## config.mk

```make
export PLATFORM = sky130hd
export DESIGN_NAME = xip_quad_reader
export DESIGN_NICKNAME = d
export VERILOG_FILES = /design/src/rtl/xip_pkg.sv /design/src/rtl/xip_ctrl.sv /design/src/rtl/xip_dpath.sv /design/src/rtl/xip_quad_reader.sv
export SDC_FILE = /design/constraint.sdc
export NUM_CORES = 1
export LEC_CHECK = 0
export ABC_CLOCK_PERIOD_IN_PS = 3000
export BUFFER_PORTS_ARGS = -buffer_cell sky130_fd_sc_hd__buf_2
export CORE_MARGIN = 3
export CORE_UTILIZATION = 40
export CTS_CLUSTER_SIZE = 40
export DETAILED_ROUTE_END_ITERATION = 10
export GPL_ROUTABILITY_DRIVEN = 1
export SETUP_SLACK_MARGIN = 0.3
export SLEW_MARGIN = 0
export SYNTH_ARGS = -nofsm -noshare
export SYNTH_HDL_FRONTEND = slang
export SYNTH_HIERARCHICAL = 1
export SYNTH_SLANG_ARGS = --single-unit
```

## constraint.sdc

```tcl
create_clock -name clk -period 3 [get_ports clk]
set_clock_uncertainty 0.05 [all_clocks]
set_input_delay 0.45 -clock clk [delete_from_list [all_inputs] [get_ports clk]]
set_output_delay 0.45 -clock clk [all_outputs]
set_load 0.03 [all_outputs]
```

## src/rtl/xip_pkg.sv

```systemverilog
package xip_pkg;

  typedef enum logic [2:0] {
    PH_IDLE,
    PH_CMD,
    PH_ADDR,
    PH_DUMMY,
    PH_DATA
  } phase_e;

  // strobes from the sequencer to the datapath
  typedef struct packed {
    logic load;       // capture address and choose mode byte
    logic exitMode;   // mode byte for this load is the exit value
    logic shiftCmd;   // advance instruction shifter by one bit
    logic shiftAddr;  // advance address shifter by one nibble
    logic sample;     // capture one data nibble
  } xip_strobe_t;

endpackage

```

## src/rtl/xip_ctrl.sv

```systemverilog
module xip_ctrl
  import xip_pkg::*;
#(
  parameter int HALF_PERIOD = 1,
  parameter int CMD_CLKS    = 8,
  parameter int ADDR_CLKS   = 8,
  parameter int DUMMY_CLKS  = 4,
  parameter int DATA_CLKS   = 8
) (
  input  logic        clk,
  input  logic        rstN,
  input  logic        reqValid,
  input  logic        exitReq,
  output logic        reqReady,
  output logic        respValid,
  output logic        inContinuous,
  output logic        sck,
  output logic        csn,
  output phase_e      phase,
  output xip_strobe_t strb
);

  localparam int HW    = (HALF_PERIOD > 1) ? $clog2(HALF_PERIOD) : 1;
  localparam int CNT_W = $clog2(CMD_CLKS + ADDR_CLKS + DUMMY_CLKS + DATA_CLKS + 1);

  logic [HW-1:0]    halfCnt;
  logic [CNT_W-1:0] clkCnt;
  logic             exitPend;
  logic             exitThis;
  logic             tick;
  logic             isLast;

  function automatic logic [CNT_W-1:0] lastOf(phase_e p);
    case (p)
      PH_CMD:   return CNT_W'(CMD_CLKS - 1);
      PH_ADDR:  return CNT_W'(ADDR_CLKS - 1);
      PH_DUMMY: return CNT_W'(DUMMY_CLKS - 1);
      default:  return CNT_W'(DATA_CLKS - 1);
    endcase
  endfunction

  function automatic phase_e nextOf(phase_e p);
    case (p)
      PH_CMD:   return PH_ADDR;
      PH_ADDR:  return PH_DUMMY;
      PH_DUMMY: return PH_DATA;
      default:  return PH_IDLE;
    endcase
  endfunction

  assign tick     = (halfCnt == HW'(HALF_PERIOD - 1));
  assign isLast   = (clkCnt == lastOf(phase));
  assign reqReady = (phase == PH_IDLE);

  always_comb begin
    strb.load      = (phase == PH_IDLE) && reqValid;
    strb.exitMode  = exitPend || exitReq;
    strb.shiftCmd  = tick && sck && (phase == PH_CMD) && !isLast;
    strb.shiftAddr = tick && sck && (phase == PH_ADDR) && !isLast;
    strb.sample    = tick && !sck && (phase == PH_DATA);
  end

  always_ff @(posedge clk or negedge rstN) begin
    if (!rstN) begin
      phase        <= PH_IDLE;
      sck          <= 1'b0;
      csn          <= 1'b1;
      halfCnt      <= '0;
      clkCnt       <= '0;
      respValid    <= 1'b0;
      inContinuous <= 1'b0;
      exitPend     <= 1'b0;
      exitThis     <= 1'b0;
    end else begin
      respValid <= 1'b0;
      if (exitReq) exitPend <= 1'b1;
      if (phase == PH_IDLE) begin
        if (reqValid) begin
          csn      <= 1'b0;
          sck      <= 1'b0;
          halfCnt  <= '0;
          clkCnt   <= '0;
          exitThis <= exitPend || exitReq;
          exitPend <= 1'b0;
          phase    <= inContinuous ? PH_ADDR : PH_CMD;
        end
      end else begin
        halfCnt <= tick ? '0 : halfCnt + 1'b1;
        if (tick) begin
          if (!sck) begin
            sck <= 1'b1;
          end else begin
            sck <= 1'b0;
            if (isLast) begin
              clkCnt <= '0;
              phase  <= nextOf(phase);
              if (phase == PH_DATA) begin
                csn          <= 1'b1;
                respValid    <= 1'b1;
                inContinuous <= !exitThis;
              end
            end else begin
              clkCnt <= clkCnt + 1'b1;
            end
          end
        end
      end
    end
  end

endmodule

```

## src/rtl/xip_dpath.sv

```systemverilog
module xip_dpath
  import xip_pkg::*;
#(
  parameter int         ADDR_BITS = 24,
  parameter int         DATA_BITS = 32,
  parameter logic [7:0] CMD_BYTE  = 8'hEB,
  parameter logic [7:0] MODE_KEEP = 8'hA0,
  parameter logic [7:0] MODE_EXIT = 8'h00
) (
  input  logic                 clk,
  input  logic                 rstN,
  input  phase_e               phase,
  input  xip_strobe_t          strb,
  input  logic [ADDR_BITS-1:0] reqAddr,
  input  logic [3:0]           ioIn,
  output logic [3:0]           ioOut,
  output logic [3:0]           ioOe,
  output logic [DATA_BITS-1:0] respData
);

  localparam int SH_W  = ADDR_BITS + 8;
  localparam int BYTES = DATA_BITS / 8;

  logic [7:0]           cmdSh;
  logic [SH_W-1:0]      addrSh;
  logic [DATA_BITS-1:0] rxSh;

  always_ff @(posedge clk or negedge rstN) begin
    if (!rstN) begin
      cmdSh  <= '0;
      addrSh <= '0;
      rxSh   <= '0;
    end else begin
      if (strb.load) begin
        cmdSh  <= CMD_BYTE;
        addrSh <= {reqAddr, (strb.exitMode ? MODE_EXIT : MODE_KEEP)};
      end
      if (strb.shiftCmd)  cmdSh  <= {cmdSh[6:0], 1'b0};
      if (strb.shiftAddr) addrSh <= {addrSh[SH_W-5:0], 4'b0000};
      if (strb.sample)    rxSh   <= {rxSh[DATA_BITS-5:0], ioIn};
    end
  end

  always_comb begin
    case (phase)
      PH_CMD: begin
        ioOut = {3'b000, cmdSh[7]};
        ioOe  = 4'b0001;
      end
      PH_ADDR: begin
        ioOut = addrSh[SH_W-1 -: 4];
        ioOe  = 4'b1111;
      end
      default: begin
        ioOut = 4'b0000;
        ioOe  = 4'b0000;
      end
    endcase
  end

  // first received byte lands in the least significant byte
  for (genvar b = 0; b < BYTES; b++) begin : g_swap
    assign respData[8*b +: 8] = rxSh[DATA_BITS-8-8*b +: 8];
  end

endmodule

```

## src/rtl/xip_quad_reader.sv

```systemverilog
module xip_quad_reader
  import xip_pkg::*;
#(
  parameter int         HALF_PERIOD = 1,
  parameter int         ADDR_BITS   = 24,
  parameter int         DATA_BITS   = 32,
  parameter int         DUMMY_CLKS  = 4,
  parameter logic [7:0] CMD_BYTE    = 8'hEB,
  parameter logic [7:0] MODE_KEEP   = 8'hA0,
  parameter logic [7:0] MODE_EXIT   = 8'h00
) (
  input  logic                 clk,
  input  logic                 rstN,
  input  logic                 reqValid,
  output logic                 reqReady,
  input  logic [ADDR_BITS-1:0] reqAddr,
  input  logic                 exitReq,
  output logic                 respValid,
  output logic [DATA_BITS-1:0] respData,
  output logic                 inContinuous,
  output logic                 spiSck,
  output logic                 spiCsn,
  output logic [3:0]           spiIoOut,
  output logic [3:0]           spiIoOe,
  input  logic [3:0]           spiIoIn
);

  localparam int ADDR_CLKS = (ADDR_BITS + 8) / 4;
  localparam int DATA_CLKS = DATA_BITS / 4;

  phase_e      phase;
  xip_strobe_t strb;

  xip_ctrl #(
    .HALF_PERIOD(HALF_PERIOD),
    .CMD_CLKS   (8),
    .ADDR_CLKS  (ADDR_CLKS),
    .DUMMY_CLKS (DUMMY_CLKS),
    .DATA_CLKS  (DATA_CLKS)
  ) u_ctrl (
    .clk         (clk),
    .rstN        (rstN),
    .reqValid    (reqValid),
    .exitReq     (exitReq),
    .reqReady    (reqReady),
    .respValid   (respValid),
    .inContinuous(inContinuous),
    .sck         (spiSck),
    .csn         (spiCsn),
    .phase       (phase),
    .strb        (strb)
  );

  xip_dpath #(
    .ADDR_BITS(ADDR_BITS),
    .DATA_BITS(DATA_BITS),
    .CMD_BYTE (CMD_BYTE),
    .MODE_KEEP(MODE_KEEP),
    .MODE_EXIT(MODE_EXIT)
  ) u_dpath (
    .clk     (clk),
    .rstN    (rstN),
    .phase   (phase),
    .strb    (strb),
    .reqAddr (reqAddr),
    .ioIn    (spiIoIn),
    .ioOut   (spiIoOut),
    .ioOe    (spiIoOe),
    .respData(respData)
  );

endmodule

```

# Word level (Yosys, flattened, before mapping)
# Cells that the tools add are included.
word_totals:
  input_bits: 32
  reg_bits: 87
op_classes:
  n_reduce_logical: 24
  n_eq_ne: 7
  n_bitwise: 2
  muxes: 39
  add_sub_neg: 2
op_table:
  columns: ["operator", "count"]
  rows:
  - ["32-bit two-way mux", 2]
  - ["5-bit two-way mux", 5]
  - ["8-bit two-way mux", 3]
  - ["1-bit two-way mux", 19]
  - ["3-bit two-way mux", 6]
  - ["4-bit one-hot mux with 2 select lines", 2]
  - ["5-bit AND reduction", 2]
  - ["2-bit nonzero test", 5]
  - ["3-bit one-hot mux with 3 select lines", 1]
  - ["1-bit logical AND", 8]
  - ["3-bit by 2-bit == test with 1-bit output, second input constant", 2]
  - ["5-bit by 1-bit adder with 5-bit output, second input constant", 1]
  - ["5-bit by 3-bit == test with 1-bit output", 1]
  - ["2-bit inequality test, second input constant", 2]
  - ["2-bit AND reduction", 2]
  - ["4-bit AND reduction", 1]
  - ["3-bit by 1-bit == test with 1-bit output, second input constant", 1]
  - ["3-bit == test, second input constant", 1]
  - ["1-bit logical NOT", 3]
  - ["3-bit logical NOT", 1]
  - ["3-bit AND reduction", 1]
  - ["2-bit two-way mux", 1]
  - ["1-bit NOT", 2]
  - ["1-bit adder, second input constant", 1]
  - ["1-bit logical OR", 1]

# Logic depth before layout (Yosys ltp)
# Gate-level depths: netlist (run 1).
depth:
  ltp_word: 7
  depth_mapped: 9

# Cells and area by module
# Netlist (run 1), hierarchy kept.
modules_own_cells:
  columns: ["module", "n_inst", "area_each_um2", "cells_each"]
  rows:
  - ["xip_dpath", 1, 2717.6, 215]
  - ["xip_ctrl", 1, 782.0, 86]

# Worst setup path after synthesis (run 1)
# OpenSTA, ideal clock, no wires.
synth_path:
  path_type: "register to output"
  start: "register u_ctrl.phase[1]"
  end: "output spiIoOut[1]"
  arrival_time_ps: 1875
  stages_incl_launch_ff: 3
  required_time_ps: 2500
  n_path_buf: 0
  path_slack_ps: 625
  cell_sequence: "dfrtp_1 > nor3b_1 > and2_1"
synth_via:
  elab_chain_cells: 2
  word_cells_on_any_way: 3
  cone_classes: "eq/ne (2); mux (1)"
synth_lines:
  columns: ["item", "line", "rtl"]
  rows:
  - ["start, declared", "xip_ctrl.sv:19", "output phase_e phase,"]
  - ["start signal, assigned", "xip_ctrl.sv:85", "phase <= inContinuous ? PH_ADDR : PH_CMD;"]
  - ["start signal, assigned", "xip_ctrl.sv:96", "phase <= nextOf(phase);"]
  - ["3-bit by 2-bit == test with 1-bit output or 3-bit by 1-bit == test with 1-bit output (tied branches)", "xip_dpath.sv:45", "case (phase)"]
  - ["4-bit one-hot mux with 2 select lines *", "xip_dpath.sv:45", null]
  - ["end, declared", "xip_quad_reader.sv:23", "output logic [3:0] spiIoOut,"]
# Mark *: on every way between the ends. The rest lies on a longest branch, timed or not.

# Worst setup path in the final report (run 1)
layout_path:
  start: "register u_ctrl.phase[0]"
  end: "output spiIoOut[3]"
# The elaborated chain is that of the path after synthesis.

==> qor.yml, run 1 <==
status: "complete, no violations"
swShare_pct: 38.1
pwr-share-clk_pct: 25.5
holdWs_ns: 0.190
finalWorstSetupSlack_ns: 0.606
finalMaxSlewViolations: 0
syn_area_per_cell_sq_um: 11.6
cts-htree-levels: 3
p_int_mw: 2.34
grt_pass1_vias: 2472
synth_cell_types: 41
clockBufferDepth: 2
cts_resized: 0
fmax_ghz: 0.418
rows: 33
fin_crit_sh_pct: 79.8
post-route-min-period_ns: 2.39
async_flop_share_pct: 100
routed_wl_microns: 6740
cts-root-buf: "clkbuf_8"
cp.arrival_ns: 1.89
clk_latency_ns: 0.34
drt_iter0_drc: 84
cp-start-kind: "register"
die_x_microns: 99.5
hold_viol: 0
power_density_nw_per_um2: 909
synth_compound_area_share_pct: 7.26
synthSimpleGateAreaFrac_pct: 12.2
grt_pass1_wl_microns: 11500
portBuffers: 76
num_vias: 2422
synth_top_family_by_area: "multiplexers"
syn_nets: 334
start_util_pct: 42.0
ant_nets: 0
clock-sinks: 79
ir_drop_mv: 0.381
gp_congestion: 0.825
slew_headroom_pct: 35.0
die_area_sq_um: 9910
dr.pass1.iters: 4
num_antenna_cells: 0
final_area_sq_um: 4160
layout.nets: 405
post-place-ws_ns: 0.773
max-cap-violations: 0
synth_warnings: 6
grt_start_max_net_pins: 80
clkTransAtPathRegs_ns: 0.09
antenna_found_initial: 0
setup_total_negative_slack_ns: 0
synth_ff_type: "dfrtp_1"
dpl.hpwl_microns: 4500
pin_count: 77
crit_type: "reg2out"
layout.cells.non_filler: 482
cts_made_buffers: 9
required_ns: 2.50
crit_fanout: 14
die_h_microns: 99.5
core_area_sq_um: 8340
cts_hold_buf: 0
tritoncts: "done"
setup_viol: 0
placed_area_sq_um: 3920
end_kind: "output pin"
synth_edf_count: 0
grt_usage_pct: 14.4
syn_inst: 301
power_switching_mw: 1.44
postCtsSetupBuffers: 0
yosysSeqAreaShare_pct: 56.5
hold_path_class: "in2async"
tightest_slew_ns: 0.975
ys_seq_elements: 79
r2r_setup_slack_ns: 0.76
final_core_util_pct: 49.9
seq_power_share_pct: 40.0
synth_area_sq_um: 3500
power_frac_comb_pct: 34.5
finalPower_mw: 3.78
synth-xor-area-share_pct: 0.250
drc: 0
gr-total-overflow: 0
avgViaCountPerCell: 5.02
p_leak_nw: 1.86
synthAdderAreaFrac_pct: 0.358
dpl.cell_count: 466
synth_mux_area_share_pct: 18.4
area_delta_synth_final_pct: 18.9
wl_per_cell_microns: 14.0
drive_above_1_share_pct: 36.9
rsz0062_at_grt: "no"
area by class of cell:
type,count,area [sq um]
Tap cell,105,131
Multi-Input combinational cell,196,1350
Clock inverter,6,118
Inverter,6,27.5
Fill cell,799,4180
Timing Repair Buffer,80,425
Clock buffer,10,128
Sequential cell,79,1980
cells in the final DEF, fill, tap and decap left out, types with 2 or more instances in the layout:
master	instances
buf_4	4
a21oi_1	8
clkbuf_8	9
nand2_1	39
mux2i_1	23
nand3_1	5
mux2_2	32
nor2_1	21
and2_1	3
buf_2	75
mux2_1	2
inv_1	5
bufinv_16	3
mux2_4	2
o21ai_0	33
dfrtp_1	78
nand3b_1	3
nand4_1	3
nor3b_2	2
nand2b_1	2
worst paths after layout:
path                            startpoint                 end  depth (start not counted)
min in group clk                spiIoIn[0]     u_dpath/rxSh[0]                          2
min                                   rstN  u_dpath/addrSh[26]                          1
max in group asynchronous             rstN    u_dpath/rxSh[28]                          1
max                        u_ctrl/phase[0]         spiIoOut[3]                          3
min reg2reg                     u_ctrl/csn          u_ctrl/csn                          2
max reg2reg                u_ctrl/phase[2]  u_dpath/addrSh[17]                          7
sequential cells by signal (all words and copies together), names as in the netlist:
name / cells
u_ctrl/clkCnt: 5
u_ctrl/csn: 1
u_ctrl/exitPend: 1
u_ctrl/exitThis: 1
u_ctrl/inContinuous: 1
u_ctrl/phase: 3
u_ctrl/respValid: 1
u_ctrl/sck: 1
u_dpath/addrSh: 25
u_dpath/cmdSh: 8
u_dpath/rxSh: 32
per-layer routing:
metal  up-vias  part of all wire (%)  global-route usage, %
met5         -                     0                      0
met4         0                  0.88                   6.09
li1       1187                     -                      -
met1      1170                    46                   19.2
met2        61                    46                   21.8
met3         4                   6.9                   4.63
kinds of logic after synthesis:
logic type / after synthesis
simple gates: 88
flops: 79
mux: 59
compound gates: 47
buf+inv: 26
xor+xnor: 1
fa+ha+maj: 1
worst max-delay path, cell delays in order, from the launching register on:
cell     delay [ns]
dfrtp_1        0.54
nor3b_1        0.62
and2_1         0.21
buf_2          0.19
power by group through the flow:
| stage | Sequential [mW] | Clock [mW] | Combinational, mW |
|---|---|---|---|
| floorplan | 1.53 | 0 | 1.04 |
| detailed placement | 1.53 | 0 | 1.32 |
| finish | 1.51 | 0.965 | 1.30 |
| CTS | 1.51 | 0.992 | 1.32 |
| global route | 1.56 | 1.04 | 1.46 |
| global placement | 1.52 | 0 | 1.30 |
Yosys cell counts (2+ instances only):
master     n  area [sq um]
dfrtp_1   78          1950
nand2_1   39           146
o21ai_0   33           165
mux2_2    32           360
mux2i_1   23           230
nor2_1    22          82.6
a21oi_1    8          40.0
clkbuf_1   6          22.5
buf_4      5          37.5
inv_1      5          18.8
nand3_1    5          25.0
buf_6      4          45.0
and2_1     3          18.8
nand3b_1   3          22.5
nand4_1    3          18.8
buf_2      2          10.0
clkbuf_8   2          27.5
mux2_1     2          22.5
mux2_4     2          30.0
nand2b_1   2          12.5
nor3b_1    2          15.0
Power figures use the tool's default switching activity.
==> inputs of run 2 (changes only) <==
- ABC_CLOCK_PERIOD_IN_PS: 3000 -> 2400
- clock period: 3 -> 2.4 ns (I/O delays scaled with it)
==> run 2 against run 1 <==
Power grew 26%; global-route usage grew 0.10 points; register-to-register slack lost 0.32 ns.
==> qor.yml, run 2 (synthesized netlist as in run 1, its figures left out) <==
gr-total-overflow: 0
top_register: "u_dpath/rxSh"
grt_start_max_net_pins: 43
dr.pass1.iters: 4
cp.arrival_ns: 2.14
reg.largest.list: "u_dpath/rxSh (32), u_dpath/addrSh (25), u_dpath/cmdSh (8)"
hold_start: "spiIoIn[1]"
post-route-min-period_ns: 1.96
largest_reg_flops: 32
avgViaCountPerCell: 4.96
dpl.cell_count: 473
core_area_sq_um: 8340
hold_viol: 0
crit_end: "u_dpath/addrSh[11]"
clock-sinks: 79
setup_total_negative_slack_ns: 0
portBuffers: 76
r2r_start: "u_ctrl/clkCnt[0]"
postCtsSetupBuffers: 0
ant_nets: 0
clockBufferDepth: 2
final_common_cell: "dfrtp_1"
layout.nets: 413
r2r_setup_slack_ns: 0.44
crit_type: "reg2reg"
nFillCells: 780
finalPower_mw: 4.75
cts-htree-levels: 3
ir_drop_mv: 0.413
end_kind: "register"
grt_usage_pct: 14.5
dpl.hpwl_microns: 4740
crit_slowest_cell: "dfrtp_1"
grt_pass1_vias: 2437
num_vias: 2432
drive_above_1_share_pct: 38.4
rsz0062_at_grt: "yes"
fmax_ghz: 0.511
final_core_util_pct: 50.8
worstReg2RegEnd: "u_dpath/addrSh[11]"
drc: 0
crit_chain: "ha_1 -> nor3b_2 -> nand2_1 -> nand2_1 -> nor3b_4 -> mux2_2"
regArea_sq_um: 1980
most-common-layout-cells: "78 x dfrtp_1, 75 x buf_2, 39 x nand2_1"
tritoncts: "done"
clk_latency_ns: 0.34
cp-start-kind: "register"
die_area_sq_um: 9910
clkTransAtPathRegs_ns: 0.08
holdWs_ns: 0.196
multi_input_area_sq_um: 1380
antenna_found_initial: 0
setup_viol: 0
slew_headroom_pct: 66.3
wl_per_cell_microns: 14.0
cts-root-buf: "clkbuf_8"
max-cap-violations: 0
crit_top_cell: "nand2_1"
area_delta_synth_final_pct: 21.1
layout.cells.non_filler: 490
pin_count: 77
gp_congestion: 0.781
power_density_nw_per_um2: 1120
num_antenna_cells: 0
rows: 33
rr_worst_depth: 6
hold_path_class: "in2reg"
status: "complete, no violations"
start_util_pct: 42.0
critical-path-max-stage-delay_ns: 0.42
cts_made_buffers: 9
worstSetupStartpoint: "u_ctrl/clkCnt[0]"
finalMaxSlewViolations: 0
tightest_slew_ns: 0.505
crit_fanout: 6
p_leak_nw: 1.90
routed_wl_microns: 6850
grt_pass1_wl_microns: 11600
fin_crit_sh_pct: 81.6
drt_iter0_drc: 74
die_x_microns: 99.5
required_ns: 2.58
die_h_microns: 99.5
run 2: how the worst min path moves through the flow:
stage / cells past startpoint / end
2_1_floorplan: 0 / u_ctrl/clkCnt[0]
3_3_place_gp: 1 / u_dpath/addrSh[29]
3_5_place_dp: 1 / u_dpath/addrSh[29]
4_1_cts: 2 / u_dpath/rxSh[1]
5_1_grt: 2 / u_dpath/rxSh[3]
6_report: 2 / u_dpath/rxSh[1]
run 2: power by group:
part           leakage [nW]  internal (mW)  switching (mW)
Combinational         0.842          0.701            1.13
Clock                 0.107          0.594           0.493
Sequential            0.951           1.63           0.211
Total                  1.90           2.92            1.83
run 2: per-stage QoR:
stage / cell area [sq um] / worst slack (ns)
finish: 4240 / 0.442
global route: 4240 / 0.283
CTS: 4220 / 0.329
detailed placement: 3990 / 0.376
global placement: 3990 / 0.449
floorplan: 3500 / 0.327
run 2: area by class of cell:
| cell class | instances | area share (%) |
|---|---|---|
| multi-input cells | 196 | 32.5 |
| flip-flops and latches | 79 | 46.7 |
| repair buffers | 88 | 11.8 |
| clock inverters | 6 | 2.22 |
| inverters | 6 | 0.650 |
| well taps | 105 | 3.10 |
| clock buffers | 10 | 3.01 |
run 2: worst max-delay path: cells and delay by family, from the launching register on:
kind          cells  cell delay (ns)
flops             1             0.42
fa+ha+maj         1             0.24
simple gates      4             0.77
mux               1             0.38
run 2: timing repair:
item | CTS | global route
hold buffers | 1 | 0
resized for setup | 0 | 3
endpoints found under the hold margin | 37 | 0
endpoints found under the setup margin | 0 | 16
run 2: per-layer routing:
layer	global-route usage, %	up-vias	share of wire, %
met5	0	-	0
met4	5.88	0	1.6
met3	4.07	11	5.5
met2	22.1	56	46
met1	19.7	1166	47
li1	-	1199	-
==> inputs of run 3 (changes only) <==
- ABC_CLOCK_PERIOD_IN_PS: 2400 -> 2000
- clock period: 2.4 -> 2 ns (I/O delays scaled with it)
==> run 3 against run 2 <==
Worst setup slack got worse by 0.26 ns; power is 62% higher; global-route usage grew 2.3 points; final cell count is 9.8% higher; largest cell class unchanged; sequential share of layout area decreased by 9.3 points; clock-buffer cell count unchanged; non-clock buffer count is 48 higher; core utilization increased by 13 points; register-to-register slack lost 0.26 ns; cell area is 25% higher; first-iteration DRC count is 43% higher; maximum frequency rose by 7.8%.
==> qor.yml, run 3 (synthesized netlist as in run 1, its figures left out) <==
status: "complete, no violations"
slew_headroom_pct: 66.6
ant_nets: 0
cp-start-kind: "register"
hold_viol: 0
core_area_sq_um: 8340
required_ns: 2.17
hold_path_class: "in2reg"
layout.nets: 461
ir_drop_mv: 0.598
clk_latency_ns: 0.35
num_vias: 2754
area_delta_synth_final_pct: 51.4
cts-htree-levels: 3
drc: 0
max-cap-violations: 0
dr.pass1.iters: 4
dpl.hpwl_microns: 4630
portBuffers: 76
largest_reg_flops: 32
gp_congestion: 0.837
rows: 33
fin_crit_sh_pct: 90.8
grt_start_max_net_pins: 43
reg.largest.list: "u_dpath/rxSh (32), u_dpath/addrSh (25), u_dpath/cmdSh (8)"
drt_iter0_drc: 106
clockBufferDepth: 2
power_density_nw_per_um2: 1460
gr-total-overflow: 0
start_util_pct: 42.0
antenna_found_initial: 0
die_area_sq_um: 9910
finalMaxSlewViolations: 0
top_register: "u_dpath/rxSh"
end_kind: "register"
crit_fanout: 6
cts_made_buffers: 9
most-common-layout-cells: "77 x dfrtp_1, 69 x buf_2, 32 x buf_4"
cts-root-buf: "clkbuf_8"
nFillCells: 655
pin_count: 77
p_leak_nw: 2.39
tightest_slew_ns: 0.501
die_h_microns: 99.5
tritoncts: "done"
final_area_sq_um: 5300
crit_type: "reg2reg"
grt_pass1_vias: 2791
routed_wl_microns: 9000
post-route-min-period_ns: 1.82
final_common_cell: "dfrtp_1"
setup_viol: 0
avgViaCountPerCell: 5.12
clock-sinks: 79
rsz0062_at_grt: "yes"
wl_per_cell_microns: 16.7
clkTransAtPathRegs_ns: 0.09
cp.arrival_ns: 1.99
die_x_microns: 99.5
finalPower_mw: 7.72
num_antenna_cells: 0
placed_area_sq_um: 4020
grt_usage_pct: 16.9
fmax_ghz: 0.551
drive_above_1_share_pct: 58.4
grt_pass1_wl_microns: 13400
[run 3: cell count changes in the layout (fill, tap and decap cells not counted), sizes merged]
cell / change
clkinvlp: +1
clkbuf: +5
inv: -1
buf: +43
[run 3: final cells by class]
class | instances | area, sq um | area share, %
inverter | 6 | 42.5 | 0.803
tap | 105 | 131 | 2.48
clock buffer | 10 | 128 | 2.41
multi-input combinational | 196 | 1700 | 32.1
clock inverter | 6 | 92.6 | 1.75
sequential | 79 | 1980 | 37.4
timing repair buffer | 136 | 1220 | 23.1
[run 3: path summary, 6_finish.rpt]
path,from,endpoint,slack (ns),cells after the start
min in group asynchronous,rstN,u_dpath/addrSh[23],0.40,2
max,u_ctrl/phase[0],u_dpath/addrSh[9],0.18,6
min reg2reg,u_ctrl/csn,u_ctrl/csn,0.41,2
max reg2reg,u_ctrl/phase[0],u_dpath/addrSh[9],0.18,6
min,spiIoIn[0],u_dpath/rxSh[0],0.13,2
max in group asynchronous,rstN,u_dpath/rxSh[27],0.90,3
[run 3: report_power, final]
part           internal [mW]  switching [mW]  leakage (nW)
sequential              1.96           0.305         0.950
clock                  0.710           0.623         0.103
combinational           2.12            2.00          1.34
total                   4.79            2.93          2.39
[run 3: critical path: stages (launching register included)]
cell and delay, ns:
dfrtp_1 0.39, or3_4 0.44, inv_8 0.09, nand2_8 0.07, clkinv_8 0.09, mux2_4 0.29, mux2_4 0.27
[run 3: through the flow]
| step | hold WS, ns | setup WS (ns) | instances | util (%) | TNS (ns) |
|---|---|---|---|---|---|
| 2_1_floorplan | -0.0456 | -0.00430 | 301 | - | -0.00860 |
| 3_3_place_gp | 0.250 | 0.131 | 472 | 48.2 | 0 |
| 5_1_grt | 0.128 | 0.123 | 538 | 63.5 | 0 |
| 6_report | 0.128 | 0.183 | 538 | 63.5 | 0 |
| 4_1_cts | 0.104 | 0.171 | 522 | 57.5 | 0 |
| 3_5_place_dp | 0.251 | 0.0669 | 472 | 48.2 | 0 |
[run 3: layer usage]
metal	track usage [%]	routed length, microns
met4	7.35	163
met3	4.07	474
met5	0	0
met1	21.7	3700
met2	27.2	4660
[run 3: repair_timing]
| action | in CTS | in global routing |
|---|---|---|
| pin swaps | 9 | 23 |
| endpoints found under the setup margin | 76 | 78 |
| gates resized for setup | 54 | 92 |
| endpoints found under the hold margin | 36 | 0 |
| gates cloned | 7 | 5 |
| hold buffers | 1 | 0 |
| buffers inserted | 26 | 11 |
